### src/rtl/rle_exp_pkg.sv
package rle_exp_pkg;

    localparam int CODE_W = 8;

    typedef enum logic [1:0] {
        ST_HUNT,
        ST_HUNT_FF,
        ST_PREFIX,
        ST_CODE
    } scan_st_e;

    // One code byte reduced to a run and an optional closing bit.
    typedef struct packed {
        logic              lead_bit;
        logic [CODE_W-1:0] lead_cnt;
        logic              tail_en;
        logic              tail_bit;
    } run_desc_t;

endpackage

### src/rtl/rle_code_decode.sv
module rle_code_decode
    import rle_exp_pkg::*;
#(
    parameter int MAX_RUN = 226
) (
    input  logic [CODE_W-1:0] code,
    output run_desc_t         desc
);
    localparam logic [CODE_W-1:0] MAX_C    = CODE_W'(MAX_RUN);
    localparam logic [CODE_W-1:0] FULL_C   = CODE_W'(MAX_RUN + 1);
    localparam logic [CODE_W-1:0] ZBASE_C  = CODE_W'(MAX_RUN + 2);
    localparam logic [CODE_W-1:0] SINGLE_C = {CODE_W{1'b1}};

    always_comb begin
        desc = '0;
        if (code == '0) begin
            desc = '0;
        end else if (code <= MAX_C) begin
            desc.lead_bit = 1'b1;
            desc.lead_cnt = code;
            desc.tail_en  = 1'b1;
            desc.tail_bit = 1'b0;
        end else if (code == FULL_C) begin
            desc.lead_bit = 1'b1;
            desc.lead_cnt = MAX_C;
            desc.tail_en  = 1'b0;
        end else if (code == SINGLE_C) begin
            desc.lead_cnt = '0;
            desc.tail_en  = 1'b1;
            desc.tail_bit = 1'b1;
        end else begin
            desc.lead_bit = 1'b0;
            desc.lead_cnt = code - ZBASE_C;
            desc.tail_en  = 1'b1;
            desc.tail_bit = 1'b1;
        end
    end

endmodule

### src/rtl/rle_bit_emitter.sv
module rle_bit_emitter
    import rle_exp_pkg::*;
(
    input  logic      clk,
    input  logic      rst_n,
    input  logic      load,
    input  run_desc_t desc,
    input  logic      out_ready,
    output logic      out_valid,
    output logic      out_bit
);
    typedef struct packed {
        logic              lead_bit;
        logic [CODE_W-1:0] cnt;
        logic              tail_pend;
        logic              tail_bit;
    } emit_state_t;

    emit_state_t emit_q, emit_d;

    logic run_left;

    always_comb begin
        run_left  = (emit_q.cnt != '0);
        out_valid = run_left || emit_q.tail_pend;
        out_bit   = run_left ? emit_q.lead_bit : emit_q.tail_bit;

        emit_d = emit_q;
        if (load) begin
            emit_d.lead_bit  = desc.lead_bit;
            emit_d.cnt       = desc.lead_cnt;
            emit_d.tail_pend = desc.tail_en;
            emit_d.tail_bit  = desc.tail_bit;
        end else if (out_valid && out_ready) begin
            if (run_left) begin
                emit_d.cnt = emit_q.cnt - 1'b1;
            end else begin
                emit_d.tail_pend = 1'b0;
            end
        end
    end

    always_ff @(posedge clk or negedge rst_n) begin
        if (!rst_n) begin
            emit_q <= '0;
        end else begin
            emit_q <= emit_d;
        end
    end

endmodule

### src/rtl/rle_bit_expander.sv
module rle_bit_expander
    import rle_exp_pkg::*;
#(
    parameter int              MAX_RUN    = 226,
    parameter int              PREFIX_W   = 16,
    parameter logic [15:0]     PREFIX_VAL = 16'hFF20,
    parameter logic [7:0]      MARK_HEAD  = 8'hFF,
    parameter logic [3:0]      MARK_NIB   = 4'h3
) (
    input  logic       clk,
    input  logic       rst_n,
    input  logic       in_valid,
    input  logic [7:0] in_data,
    input  logic       in_last,
    output logic       in_ready,
    output logic       out_valid,
    output logic       out_bit,
    input  logic       out_ready,
    output logic       marker_missing
);
    localparam int PIDX_W = (PREFIX_W > 1) ? $clog2(PREFIX_W) : 1;
    localparam logic [PIDX_W-1:0] PIDX_TOP = PIDX_W'(PREFIX_W - 1);

    typedef struct packed {
        scan_st_e          st;
        logic [PIDX_W-1:0] pidx;
        logic              pfx_last;
        logic              missing;
    } top_state_t;

    top_state_t ctl_q, ctl_d;

    run_desc_t code_desc;
    logic      emit_load;
    logic      emit_valid;
    logic      emit_bit;
    logic      accept;
    logic      is_head;
    logic      is_second;

    rle_code_decode #(
        .MAX_RUN (MAX_RUN)
    ) u_decode (
        .code (in_data),
        .desc (code_desc)
    );

    rle_bit_emitter u_emit (
        .clk       (clk),
        .rst_n     (rst_n),
        .load      (emit_load),
        .desc      (code_desc),
        .out_ready (out_ready),
        .out_valid (emit_valid),
        .out_bit   (emit_bit)
    );

    always_comb begin
        ctl_d     = ctl_q;
        emit_load = 1'b0;
        in_ready  = (ctl_q.st != ST_PREFIX) && !emit_valid;
        accept    = in_valid && in_ready;
        is_head   = (in_data == MARK_HEAD);
        is_second = (in_data[7:4] == MARK_NIB);

        unique case (ctl_q.st)
            ST_HUNT: begin
                if (accept) begin
                    if (in_last) begin
                        ctl_d.missing = 1'b1;
                    end else if (is_head) begin
                        ctl_d.st = ST_HUNT_FF;
                    end
                end
            end
            ST_HUNT_FF: begin
                if (accept) begin
                    if (is_second) begin
                        ctl_d.st       = ST_PREFIX;
                        ctl_d.pidx     = PIDX_TOP;
                        ctl_d.pfx_last = in_last;
                        ctl_d.missing  = 1'b0;
                    end else if (in_last) begin
                        ctl_d.st      = ST_HUNT;
                        ctl_d.missing = 1'b1;
                    end else if (!is_head) begin
                        ctl_d.st = ST_HUNT;
                    end
                end
            end
            ST_PREFIX: begin
                if (out_ready) begin
                    if (ctl_q.pidx == '0) begin
                        ctl_d.st = ctl_q.pfx_last ? ST_HUNT : ST_CODE;
                    end else begin
                        ctl_d.pidx = ctl_q.pidx - 1'b1;
                    end
                end
            end
            ST_CODE: begin
                if (accept) begin
                    emit_load = 1'b1;
                    if (in_last) begin
                        ctl_d.st = ST_HUNT;
                    end
                end
            end
            default: ctl_d.st = ST_HUNT;
        endcase

        out_valid      = (ctl_q.st == ST_PREFIX) || emit_valid;
        out_bit        = (ctl_q.st == ST_PREFIX) ? PREFIX_VAL[ctl_q.pidx] : emit_bit;
        marker_missing = ctl_q.missing;
    end

    always_ff @(posedge clk or negedge rst_n) begin
        if (!rst_n) begin
            ctl_q.st       <= ST_HUNT;
            ctl_q.pidx     <= '0;
            ctl_q.pfx_last <= 1'b0;
            ctl_q.missing  <= 1'b0;
        end else begin
            ctl_q <= ctl_d;
        end
    end

endmodule

### config.mk
export PLATFORM = sky130hd
export DESIGN_NAME = rle_bit_expander
export DESIGN_NICKNAME = d
export VERILOG_FILES = /design/src/rtl/rle_exp_pkg.sv /design/src/rtl/rle_code_decode.sv /design/src/rtl/rle_bit_emitter.sv /design/src/rtl/rle_bit_expander.sv
export SDC_FILE = /design/constraint.sdc
export NUM_CORES = 1
export LEC_CHECK = 0
export ABC_AREA = 1
export CAP_MARGIN = 20
export CORE_MARGIN = 2
export CORE_UTILIZATION = 28
export CTS_CLUSTER_DIAMETER = 100
export DETAILED_ROUTE_END_ITERATION = 7
export PLACE_DENSITY = 0.53
export SYNTH_ARGS = -nofsm -noshare
export SYNTH_HDL_FRONTEND = slang
export SYNTH_SLANG_ARGS = --single-unit
### constraint.sdc
create_clock -name clk -period 5.09 [get_ports clk]
set_clock_uncertainty 0.2 [all_clocks]
set_input_delay 1.018 -clock clk [delete_from_list [all_inputs] [get_ports clk]]
set_output_delay 1.018 -clock clk [all_outputs]
set_load 0.01 [all_outputs]
==> Word-level counts from Yosys, hierarchy flattened <==
Memories as Yosys holds them, arrays and structs flattened.
Index checks and enable logic that the tools add are counted.
{ "totals": {"reg_bits": 19, "mem_bits_ro": 16, "out_inout_bits": 4, "elab_cells": 87, "n_memories": 1} }
{ "mem_list": {"columns": ["name", "words", "width", "read_ports", "rd_clocked_by_memory_dff", "wr", "line_no", "source"], "rows": [
  ["(name not given)", 16, 1, 1, 0, 0, "rle_bit_expander.sv:112", "out_bit = (ctl_q.st == ST_PREFIX) ? PREFIX_VAL[ctl_q.pidx] : emit_bit;"]
]} }
{ "op_classes": {"n_addsub": 3, "magnitude_cmp": 2, "eq_ne": 19, "n_mux": 34, "n_reduce_logical": 20} }
{ "op_table": {"columns": ["operator", "n"], "rows": [
  ["$ne 2x2->1 const B", 12],
  ["$mux 11", 2],
  ["$mux 10", 2],
  ["$mux 2", 10],
  ["$mux 9", 2],
  ["$eq 8x8->1 const B", 2],
  ["$mux 8", 2],
  ["$mux 1", 10],
  ["$reduce_and 9->1", 1],
  ["$le 8x8->1 const B", 1],
  ["$logic_not 8->1", 1],
  ["$pmux 2 s4", 1],
  ["$pmux 4 s2", 1],
  ["$reduce_bool 2->1", 4],
  ["$reduce_bool 8->1", 1],
  ["$sub 8x1->8 const B", 1],
  ["$sub 8x8->8 const B", 1],
  ["$mux 6", 1],
  ["$reduce_and 3->1", 2],
  ["$lt 4x5->1 const B", 1],
  ["$mux 5", 1],
  ["$reduce_and 5->1", 1],
  ["$eq 2x2->1 const B", 2],
  ["$eq 4x2->1 const B", 1],
  ["11 further kinds", 15]
]} }

==> Depth between registers and ports, before layout <==
{ "depth": {"depth_word": 9, "ltp_mapped": 12, "depth_no_buf": 12} }

==> By module <==
Synthesis repeated with hierarchy kept, for this count alone.
{ "hier_totals": {"cells_unflattened": 266, "area_unflattened_um2": 1757.9} }
{ "modules_own_cells": {"columns": ["mod", "n_inst", "cells_each", "area_per_inst_um2", "seq_area_each_um2"], "rows": [
  ["rle_bit_emitter", 1, 105, 779.5, 275.3],
  ["rle_bit_expander", 1, 101, 671.9, 200.2],
  ["rle_code_decode", 1, 60, 306.5, 0.0]
]} }

==> Worst setup path after synthesis <==
No wires, ideal clock.
{ "synth_timing": {"path_kind": "reg2out", "start": "reg u_emit.emit_q[2] (netlist bit)", "end": "out out_bit", "arrival_ns": 1.185, "required_time_ns": 3.872, "slack_ns": 2.687, "stages_incl_launch_ff": 7, "n_path_buf": 0, "cell_sequence": "dfrtp_1 > inv_1 > ha_1 > nand2_1 > nor2_8 > o21ai_0 > o22ai_1"} }
{ "synth_between": {"elab_chain_len": 3} }
{ "synth_rtl": {"columns": ["item", "line_no", "source"], "rows": [
  ["start: declaration", "rle_bit_emitter.sv:19", "emit_state_t emit_q, emit_d;"],
  ["start signal: assignment", "rle_bit_emitter.sv:47", "emit_q <= emit_d;"],
  ["$reduce_bool 8->1", "rle_bit_emitter.sv:24", "run_left = (emit_q.cnt != '0);"],
  ["$mux 1", "rle_bit_emitter.sv:26", "out_bit = run_left ? emit_q.lead_bit : emit_q.tail_bit;"],
  ["$mux 1", "rle_bit_expander.sv:112", null],
  ["end: declaration", "rle_bit_expander.sv:17", "output logic out_bit,"]
]} }
No other way between the ends.

==> Worst setup path after layout <==
Ends and elaborated chain as after synthesis.

==> run summary <==
status = completed
Seq/Total Area, Yosys = 30.9%
final period utilization = 63.1%
Min Clock Period, post-route = 3210 ps
GRT overflow = 0
vias in the first global route = 1388
post-route worst setup slack = 1880 ps
Setup crit end kind = output port
nets = 271
fin util = 35.0%
first-pass GRT wire length = 6240 um
placed cells = 316
total chip power = 0.488 mW
Crit-path slowest cell = clkdlybuf4s50_1
VDD IR max = 162 uV
Total GRT Usage = 12.5%
Worst-Margin Slew = 919 ps
Adder-Cell Fraction of Synth Area = 5.69%
Setup CP Type = register to output port
Clk pwr share = 22.5%
cell-internal power = 0.311 mW
largest net degree at the start of global routing = 20
CTS resizes = 0
syn_nets = 251
Die W = 78.1 um
Switching Fraction = 36.3%
busiest layer in global routing = met2
Compound-Gate Fraction of Synth Area = 10.0%
RSZ-0062 raised after global routing = false
CP max FO = 6
Gate Count Post-Synth = 231
startpoint types = register
max incr delay on CP = 550 ps
P per Cell Area = 268 nW/um^2
DR DRC count = 0
final WL = 3560 um
met2 usage = 21.6%
synthesis-to-finish area growth = 18.4%
Buf+Inv Stages, Crit Path = 2
Max Root-Sink Buffers = 2
vias post-DR = 1444
Max-Cap Viols = 0
Comb pwr share = 34.4%
Setup Viol. Count Final = 0
GR Layer Usage met1 = 16.4%
share of layout cells above drive strength 1 = 8.80%
fmax = 311 MHz
Post-CTS Setup Repair Bufs = 0
Yosys cell types = 28
Initial Util = 29.6%
dpl hpwl = 2800 um
Yosys warning count = 0
Worst Hold Class = register to register
Synth Area in XOR/XNOR = 3.41%
dominant synthesized flop cell = dfrtp_1
DRT iter0 DRCs = 88
post-route design area = 1820 sq um
asr flop ratio synth = 100%
mux contribution to synthesized area = 0%
Clock Sinks = 19
post-route insts no fill = 320
Fin. Hold Viols = 0
Synth Register Bits = 19
Cell Chain, Critical Path = inv_1 -> ha_1 -> nand2_1 -> nor2_8 -> o21ai_0 -> o22ai_1 -> clkdlybuf4s50_1
number of flops mapped to enable cells by yosys = 0
GPL Wtd Cong = 0.816
Synth Area in Simple Gates = 41.7%
core area = 5200 sq um
Slew HR = 38.6%
TritonCTS clock tree = built
Netlist Area Pre-Place = 1540 sq um
Site Rows = 26
worst-skew pair later-pin latency = 260 ps
Fin Setup TNS = 0 ps
met3 Use GR = 2.53%
switching power = 0.177 mW
cell family with the largest share of critical-path delay = buffers and inverters
largest family of logic cells by synthesized area = simple AND/OR/NAND/NOR gates
IO Port Bufs = 16
fin. max-slew vios = 0
clock-pin transition on the worst setup and hold timing paths = 80 ps
pre-CTS WS = 2130 ps
CTS Root Cell = clkbuf_8
Die Area = 6110 sq um
Placement Cell Area = 1780 sq um
num ports = 17
CTS Hold Bufs = 0
ant diodes = 0
H-Tree Depth = 1
Worst Path Arrival = 1990 ps
initial antenna violation count = 0
Hold WS = 276 ps
Die Height = 78.1 um
sequential power share = 43.1%
cts bufs inserted = 3
LEAKAGE = 0.952 nW
required time of the worst setup path = 3870 ps
Avg WL per Cell = 11.1 um
via-per-instance ratio = 4.51
DRT antenna net count = 0
Syn Area/Cell = 6.66 sq um
1st-pass router iterations = 4
==> final timing paths <==
kind | startpoint | to | slack [ps] | depth (start not counted)
min in group asynchronous | rst_n | ctl_q[4] | 1070 | 1
max reg2reg | u_emit.emit_q[2] | u_emit.emit_q[2] | 3000 | 9
max in group asynchronous | rst_n | u_emit.emit_q[7] | 3050 | 1
min reg2reg | ctl_q[3] | ctl_q[3] | 280 | 2
max | u_emit.emit_q[2] | out_bit | 1880 | 7
min | ctl_q[3] | ctl_q[3] | 280 | 2
==> cell usage after synthesis (3+ instances only) <==
master / n / area (sq um)
xnor2_1: 4 / 35.0
nor2_4: 3 / 33.8
nor2_1: 23 / 86.3
inv_1: 30 / 113
o21ai_1: 4 / 20.0
nand2_2: 5 / 31.3
dfrtp_1: 19 / 475
a21oi_1: 5 / 25.0
nand2_1: 76 / 285
nand4_1: 3 / 18.8
o21ai_0: 16 / 80.1
nand3_1: 17 / 85.1
nor2_2: 4 / 25.0
ha_1: 7 / 87.6
==> logic make-up (layout without fill, tap and decap cells) <==
family,Yosys count,after routing
AOI/OAI and AO/OA,29,29
xor gates and xnor gates,6,6
adders and majority gates,7,7
buffers and inverters,32,51
DFF,19,19
and+or+nand+nor,138,138
==> tightest hold or removal path, cell delays in order (launching register included) <==
cell,delay [ps]
dfrtp_1,350
nand2_1,50
nand2_1,40
==> flip-flops by register name, summed over array words and instances (netlist names) <==
name            flops
ctl_q               7
u_emit.emit_q      11
marker_missing      1
==> power by group through the flow <==
stage | combinational [mW] | clock [mW] | sequential, mW
2_1_floorplan | 0.121 | 0 | 0.210
4_1_cts | 0.170 | 0.116 | 0.211
3_3_place_gp | 0.168 | 0 | 0.214
6_report | 0.168 | 0.110 | 0.210
3_5_place_dp | 0.170 | 0 | 0.213
5_1_grt | 0.193 | 0.124 | 0.217
==> layer usage <==
layer | wire length [um] | share of wire (%)
met2 | 1700 | 48
met5 | 0 | 0
met1 | 1730 | 49
met4 | 17 | 0.48
met3 | 107 | 3.0
==> cells in the final DEF (no fill, tap or decap) <==
cell type / count
o22ai_1: 1
nand3_1: 17
xor2_1: 2
nand4_4: 1
o21a_1: 1
nor2_1: 23
nor2_2: 4
dfrtp_1: 19
nor2_4: 3
clkdlybuf4s50_1: 16
clkbuf_8: 3
inv_2: 1
a21oi_1: 5
or2_2: 1
nand3_2: 1
nor2_8: 1
nor3_1: 1
nand2_1: 76
ha_1: 7
inv_1: 30
a31oi_1: 1
nand2_2: 5
xnor2_1: 4
clkinv_2: 1
nand4_1: 3
nor4_1: 1
o21ai_0: 16
nand3b_1: 1
o21ai_1: 4
o21ai_2: 1
==> area by class of cell <==
type,count,area (sq um)
fill,564,3380
multi-input combinational,180,936
sequential,19,475
timing repair buffer,16,160
inverter,31,116
tap,70,87.6
clock buffer,3,41.3
clock inverter,1,5.00
Note: power is estimated with default switching activity, not from simulation.
